File: src/rtl/rsg_pkg.sv
package rsg_pkg;

  typedef enum logic [1:0] {
    RSG_IDLE   = 2'd0,
    RSG_ACTIVE = 2'd1,
    RSG_GUARD  = 2'd2
  } rsg_state_t;

endpackage

File: src/rtl/rsg_rst_sync.sv
module rsg_rst_sync #(
  parameter int STAGES = 2
) (
  input  logic clk,
  input  logic rst_n,
  output logic rst_n_sync
);

  logic [STAGES-1:0] sync_q;
  logic [STAGES-1:0] sync_d;

  always_comb begin
    sync_d = {sync_q[STAGES-2:0], 1'b1};
  end

  always_ff @(posedge clk or negedge rst_n) begin
    if (!rst_n) begin
      sync_q <= '0;
    end else begin
      sync_q <= sync_d;
    end
  end

  assign rst_n_sync = sync_q[STAGES-1];

endmodule

File: src/rtl/rsg_guard_cnt.sv
module rsg_guard_cnt #(
  parameter int GUARD_W = 3
) (
  input  logic               clk,
  input  logic               rst_n,
  input  logic               load,
  input  logic [GUARD_W-1:0] load_val,
  input  logic               dec,
  output logic [GUARD_W-1:0] cnt_q,
  output logic               cnt_last
);

  localparam logic [GUARD_W-1:0] ONE = GUARD_W'(1);

  logic [GUARD_W-1:0] cnt_d;
  logic               cnt_ce;

  always_comb begin
    cnt_ce = load | dec;
    cnt_d  = cnt_q;
    if (load) begin
      cnt_d = load_val;
    end else if (dec) begin
      cnt_d = cnt_q - ONE;
    end
  end

  always_ff @(posedge clk or negedge rst_n) begin
    if (!rst_n) begin
      cnt_q <= '0;
    end else if (cnt_ce) begin
      cnt_q <= cnt_d;
    end
  end

  assign cnt_last = (cnt_q == ONE);

endmodule

File: src/rtl/rsg_fsm.sv
module rsg_fsm
  import rsg_pkg::*;
(
  input  logic       clk,
  input  logic       rst_n,
  input  logic       rs485_mode,
  input  logic       bit_tick,
  input  logic       frame_start,
  input  logic       stop_done,
  input  logic       data_pending,
  input  logic       guard_zero,
  input  logic       cnt_last,
  output logic       cnt_load,
  output logic       cnt_dec,
  output rsg_state_t st_q,
  output logic       drv_en_q
);

  rsg_state_t st_d;
  logic       en_d;
  logic       queue_empty_end;

  always_comb begin
    queue_empty_end = stop_done & ~data_pending & ~frame_start;
    st_d     = st_q;
    cnt_load = 1'b0;
    cnt_dec  = 1'b0;
    if (!rs485_mode) begin
      st_d = RSG_IDLE;
    end else begin
      case (st_q)
        RSG_IDLE: begin
          if (frame_start) begin
            st_d = RSG_ACTIVE;
          end
        end
        RSG_ACTIVE: begin
          if (queue_empty_end) begin
            if (guard_zero) begin
              st_d = RSG_IDLE;
            end else begin
              st_d     = RSG_GUARD;
              cnt_load = 1'b1;
            end
          end
        end
        RSG_GUARD: begin
          if (frame_start || data_pending) begin
            st_d = RSG_ACTIVE;
          end else if (bit_tick) begin
            cnt_dec = 1'b1;
            if (cnt_last) begin
              st_d = RSG_IDLE;
            end
          end
        end
        default: st_d = RSG_IDLE;
      endcase
    end
    en_d = (st_d != RSG_IDLE);
  end

  always_ff @(posedge clk or negedge rst_n) begin
    if (!rst_n) begin
      st_q     <= RSG_IDLE;
      drv_en_q <= 1'b0;
    end else begin
      st_q     <= st_d;
      drv_en_q <= en_d;
    end
  end

endmodule

File: src/rtl/rs485_de_guard.sv
module rs485_de_guard
  import rsg_pkg::*;
#(
  parameter int GUARD_W    = 3,
  parameter int RST_STAGES = 2
) (
  input  logic               clk,
  input  logic               rst_n,
  input  logic               rs485_mode,
  input  logic               bit_tick,
  input  logic               frame_start,
  input  logic               stop_done,
  input  logic               data_pending,
  input  logic [GUARD_W-1:0] guard_sel,
  output logic               drv_en
);

  logic               rst_n_sync;
  logic [GUARD_W-1:0] cnt_q;
  logic               cnt_last;
  logic               cnt_load;
  logic               cnt_dec;
  logic               guard_zero;
  rsg_state_t         st_q;

  assign guard_zero = (guard_sel == '0);

  rsg_rst_sync #(.STAGES(RST_STAGES)) u_rst_sync (
    .clk        (clk),
    .rst_n      (rst_n),
    .rst_n_sync (rst_n_sync)
  );

  rsg_fsm u_fsm (
    .clk          (clk),
    .rst_n        (rst_n_sync),
    .rs485_mode   (rs485_mode),
    .bit_tick     (bit_tick),
    .frame_start  (frame_start),
    .stop_done    (stop_done),
    .data_pending (data_pending),
    .guard_zero   (guard_zero),
    .cnt_last     (cnt_last),
    .cnt_load     (cnt_load),
    .cnt_dec      (cnt_dec),
    .st_q         (st_q),
    .drv_en_q     (drv_en)
  );

  rsg_guard_cnt #(.GUARD_W(GUARD_W)) u_cnt (
    .clk      (clk),
    .rst_n    (rst_n_sync),
    .load     (cnt_load),
    .load_val (guard_sel),
    .dec      (cnt_dec),
    .cnt_q    (cnt_q),
    .cnt_last (cnt_last)
  );

endmodule

File: config.mk
export PLATFORM = sky130hd
export DESIGN_NAME = rs485_de_guard
export DESIGN_NICKNAME = d
export VERILOG_FILES = /design/src/rtl/rsg_pkg.sv /design/src/rtl/rsg_rst_sync.sv /design/src/rtl/rsg_guard_cnt.sv /design/src/rtl/rsg_fsm.sv /design/src/rtl/rs485_de_guard.sv
export SDC_FILE = /design/constraint.sdc
export NUM_CORES = 1
export LEC_CHECK = 0
export CAP_MARGIN = 5
export CORE_AREA = 5 5 42 44
export CTS_BUF_LIST = sky130_fd_sc_hd__clkbuf_16
export DETAILED_ROUTE_END_ITERATION = 6
export DIE_AREA = 0 0 47 49
export PLACE_DENSITY = 0.55
export SLEW_MARGIN = 40
export SYNTH_ARGS = -nofsm -noshare
export SYNTH_HDL_FRONTEND = slang
export SYNTH_SLANG_ARGS = --single-unit
File: constraint.sdc
create_clock -name clk -period 0.8 [get_ports clk]
set_input_delay 0.24 -clock clk [delete_from_list [all_inputs] [get_ports clk]]
set_output_delay 0.24 -clock clk [all_outputs]
set_load 0.01 [all_outputs]
### Yosys cells after proc, flatten, opt, wreduce, memory -nomap -nowiden

Cells that the tools add are included.

| storage, ports and cells | value |
|---|---|
| bits in registers | 8 |
| output and inout bits | 1 |
| word-level logic and storage cells | 37 |

| cells by class | value |
|---|---|
| add/subtract/negate cells | 1 |
| equality and inequality tests | 3 |
| multiplexer cells | 18 |
| bitwise gates (word level) | 5 |
| reductions and logical operators | 6 |

Operators with widths:

| operator | number |
|---|---|
| $mux 2 | 7 |
| $mux 1 | 8 |
| $mux 3 | 2 |
| $pmux 2 s3 | 1 |
| $reduce_bool 2->1 | 2 |
| $eq 3x1->1 const B | 1 |
| $logic_not 3->1 | 1 |
| $sub 3x1->3 const B | 1 |
| $and 1x1->1 | 2 |
| $eq 2x1->1 const B | 1 |
| $eq 2x2->1 const B | 1 |
| $logic_not 2->1 | 1 |
| $not 1->1 | 2 |
| $reduce_and 2->1 | 1 |
| $logic_or 1x1->1 | 1 |
| $or 1x1->1 | 1 |

### Longest topological paths before layout

| logic depth | value |
|---|---|
| word-level depth | 8 |
| gate-level depth with buffers | 6 |

### Modules after synthesis

From an unflattened synthesis, not the netlist that was laid out.

| second synthesis, totals | value |
|---|---|
| cell total of the unflattened synthesis | 42 |
| area, all modules | 414.1 um^2 |

Modules (own cells, without submodules):

| module | times used | cells an instance | area each (um^2) |
|---|---|---|---|
| rsg_guard_cnt | 1 | 19 | 190.2 |
| rsg_fsm | 1 | 19 | 160.2 |
| rsg_rst_sync | 1 | 3 | 53.8 |
| rs485_de_guard | 1 | 1 | 10.0 |

### Least setup slack after synthesis

No wires, ideal clock.

| timing | value |
|---|---|
| kind | register -> register |
| from | register u_fsm.st_q[0] |
| to | register u_cnt.cnt_q[1] |
| arrival | 1313 ps |
| required time | 706 ps |
| path slack | -607 ps |
| stages on the path, launching flop included | 5 |
| path buffers | 0 |
| clock period less this slack | 1407 ps |
| cell sequence | dfrtp_1 or4b_4 nor2_4 nor2_1 a221oi_2 |

| on the way | value |
|---|---|
| longest elaborated chain between the ends | 5 |
| elaborated cells on any way between the ends | 10 |
| those cells by class | eq/ne (2); mux (5); bitwise (1); reduce/logical (2) |

Ends and longest elaborated chain:

| element | line | RTL |
|---|---|---|
| start, declared | rsg_fsm.sv:15 | `output rsg_state_t st_q,` |
| start signal, assigned | rsg_fsm.sv:68 | `st_q <= st_d;` |
| $eq 2x2->1 / $eq 2x1->1 (equally long branches) | rsg_fsm.sv:31 | `case (st_q)` |
| $mux 1 | rsg_fsm.sv:31 |  |
| $mux 1 | rsg_fsm.sv:28 | `if (!rs485_mode) begin` |
| $reduce_bool 2->1 (no line) / $or 1x1->1 (equally long branches) | -- |  |
| $reduce_and 2->1 (no line) | -- |  |
| end signal, assigned | rsg_guard_cnt.sv:32 | `cnt_q <= cnt_d;` |
| end, declared | rsg_guard_cnt.sv:9 | `output logic [GUARD_W-1:0] cnt_q,` |

Several ways; a longest one is shown, not always the timed one.
A chain may end at the register's enable or synchronous reset.

### Worst setup path after layout

Same ends and word-level chain as after synthesis.

==> flow_metrics.tcl <==
set metrics [dict create \
    synth_area_leaders "dfrtp_1 48%, ha_1 6.0%, nor2_1 4.5%" \
    ys_types 22 \
    synthMuxAreaShare_pct 0 \
    reg2reg_depth 4 \
    netlist_instances 39 \
    wl_met1_microns 377 \
    synthSimpleGateAreaFrac_pct 23.05 \
    synth_top_family_by_area "simple AND/OR/NAND/NOR gates" \
    cts_root_buf "clkbuf_16" \
    num_vias 346 \
    portBuffers 10 \
    cp-end-kind "register" \
    ys_async_sr_fraction_pct 100.0 \
    clk_pin_slew_worst_paths_ns 0.03 \
    wl_met2_microns 400 \
    seq_area_frac_synth_pct 47.90 \
    cts_tree "built" \
    synth.most_common_cell "dfrtp_1" \
    synth.avg_cell_area_sq_um 10.72 \
    fin_crit_sh_pct 176.9 \
    utilization_pct 50.45 \
    synth_edf_count 0 \
    crit_arrival_ns 1.55 \
    synth_top_cell_area_share_pct 47.90 \
    fin_nets 75 \
    numCtsBuffers 3 \
    cts_sinks 8 \
    synth_xor_xnor_area_share_pct 4.192 \
    vias_per_cell 4.494 \
    p_per_area_mw_per_mm2 2316 \
    dr_wl_met3_microns 43 \
    grt_usage_pct 8.244 \
    yosys_most_used_dff "dfrtp_1" \
    syn_area_sq_um 417.9 \
    detail-route-antenna-nets 0 \
    min_period_ns 1.415 \
    drc 0 \
    grt_overflow 0 \
    failed_checks "negative setup slack" \
    drtIter0Drc 3 \
    status "complete, but fails checks" \
    setup_viol 7 \
    yosysTopAreaCell "dfrtp_1" \
    multi_input_area_sq_um 229.0 \
    synthesis.nets 51 \
    regArea_sq_um 200.2 \
    holdWs_ns 0.09293 \
    finClkSkew_ns 0.001432 \
    wire_per_inst_microns 10.68 \
    cts.htree.levels 1 \
    n_fill_cell 136 \
    cap_violations 0 \
    crit_chain "or4b_4 > nor2_4 > nor2_2 > a221oi_2" \
    area_growth_pct 69.16 \
    synth-seq-cells 8 \
    dr.pass1.iters 2 \
    initial_core_util_pct 29.82 \
    antenna_found_initial 0 \
    leakage_nw 0.3321 \
    required_ns 0.93 \
    core.rowCount 14 \
    setup_tns_ns -3.290 \
    worst_slack_ns -0.6154 \
    synth_fa_ha_area_share_pct 5.988 \
    drive_above_1_share_pct 37.70 \
    ios 11 \
    total_power_w 0.001637 \
    die_area_sq_mm 0.002303 \
    gp_congestion 0.6552 \
    crit_slowest_cell "or4b_4" \
    grt_max_degree 7 \
    crit_family "simple AND/OR/NAND/NOR gates" \
    rsz0062_at_grt "yes" \
    critPathMaxStageDelay_ns 0.53 \
    num_antenna_cells 0 \
    coreArea_sq_mm 0.001401 \
    yosys_warnings 0 \
    grt_pass1_wl_microns 1386 \
    hold_path.class "register to asynchronous set/reset pin" \
    crit_cells 4 \
    crit_type "register to register" \
    drt-total-wl_microns 822 \
    hpwl_microns 666.7 \
    fp.dieW_microns 47 \
    top_layer_used "met3" \
    critical_path_buf_inv_count 0 \
    die_h_microns 49 \
    fmax_ghz 0.7065 \
    insertion_delay_ns 0.22 \
    finalHoldViolations 0 \
    setup.worst_path.start_class "register" \
    synth_compound_area_share_pct 15.27 \
    synth_common_cells "8 x dfrtp_1, 5 x nor2_1, 3 x inv_1" \
    grt_pass1_vias 341 \
    irDropWorstVdd_mv 1.364 \
    clk_path_buf_depth 2 \
    worstPathMaxFanout 3 \
    drv_slew 0 \
]
[final cells by class]
| cell class | count | share of cell area (%) |
|---|---|---|
| multi-input combinational | 28 | 32.39 |
| sequential | 8 | 28.32 |
| timing repair buffer | 19 | 24.25 |
| clock buffer | 3 | 10.62 |
| tap | 16 | 2.832 |
| inverter | 3 | 1.593 |
[per-stage QoR]
step / cells / setup slack, ns / area (sq um)
CTS: 76 / -0.6633 / 673.1
floorplan: 39 / -0.5834 / 417.9
detailed placement: 72 / -0.9947 / 590.6
global route: 77 / -0.6571 / 706.9
finish: 77 / -0.6154 / 706.9
global placement: 72 / -0.9827 / 590.6
[layout by cell type, fill, tap and decap left out]
master	netlist	layout
ha_1	2	2
nand2_1	1	1
xnor2_1	2	2
conb_1	1	1
a21boi_0	1	1
nor2_2	0	2
o22a_2	1	1
dlygate4sd2_1	0	2
clkdlybuf4s50_1	0	5
buf_6	0	1
or2_2	1	1
nor2_4	1	1
dlymetal6s2s_1	0	2
a21oi_1	2	2
and3b_1	1	1
nand3_1	1	1
dfrtp_1	8	8
o21a_1	2	2
nor3_2	0	1
or4b_4	1	1
a31oi_2	0	1
clkbuf_16	0	3
nand4b_1	1	1
nor2_1	5	3
a221oi_2	1	1
inv_1	3	3
nor2b_1	1	1
buf_4	0	9
nor4b_2	0	1
[what timing repair did]
item | 4_1_cts | 5_1_grt
resized for setup | 8 | 6
pin swaps | 4 | 4
endpoints found under the setup margin | 7 | 7
hold buffers | 0 | 0
setup buffers | 1 | 1
[power breakdown]
| part | internal (W) | switching (W) | total, W |
|---|---|---|---|
| sequential | 0.000464 | 0.0000354 | 0.000500 |
| clock | 0.000641 | 0.000164 | 0.000805 |
| combinational | 0.000202 | 0.000130 | 0.000333 |
| total | 0.00131 | 0.000329 | 0.00164 |
[flip-flops by register name, indices dropped and copies added (netlist names)]
register and flops:
u_fsm.st_q 2, u_fsm.drv_en_q 1, u_cnt.cnt_q 3, u_rst_sync.sync_q 2
[layer usage]
| layer | global-route usage [%] | up-vias |
|---|---|---|
| li1 | - | 181 |
| met1 | 11.54 | 160 |
| met2 | 10.86 | 5 |
| met3 | 2.952 | 0 |
| met4 | 4.147 | 0 |
| met5 | 0 | - |
[path summary, 6_finish.rpt]
path / start / end / slack [ns]
max in group asynchronous: rst_n / u_rst_sync.sync_q[1]$_DFF_PN0_ / 0.50
min in group clk: u_rst_sync.sync_q[0]$_DFF_PN0_ / u_rst_sync.sync_q[1]$_DFF_PN0_ / 0.35
min: u_rst_sync.sync_q[1]$_DFF_PN0_ / u_fsm.st_q[1]$_DFF_PN0_ / 0.09
max reg2reg: u_fsm.st_q[0]$_DFF_PN0_ / u_cnt.cnt_q[1]$_DFFE_PN0P_ / -0.62
min reg2reg: u_rst_sync.sync_q[1]$_DFF_PN0_ / u_fsm.st_q[1]$_DFF_PN0_ / 0.09
max: u_fsm.st_q[0]$_DFF_PN0_ / u_cnt.cnt_q[1]$_DFFE_PN0P_ / -0.62
[kinds of logic after synthesis]
| family | after synthesis |
|---|---|
| XOR/XNOR | 2 |
| other | 1 |
| adder cells (fa/ha/maj) | 2 |
| flip-flops | 8 |
| buffers and inverters | 3 |
| AND/OR/NAND/NOR | 15 |
| AO/OA/AOI/OAI | 8 |
Power figures use the tool's default switching activity.
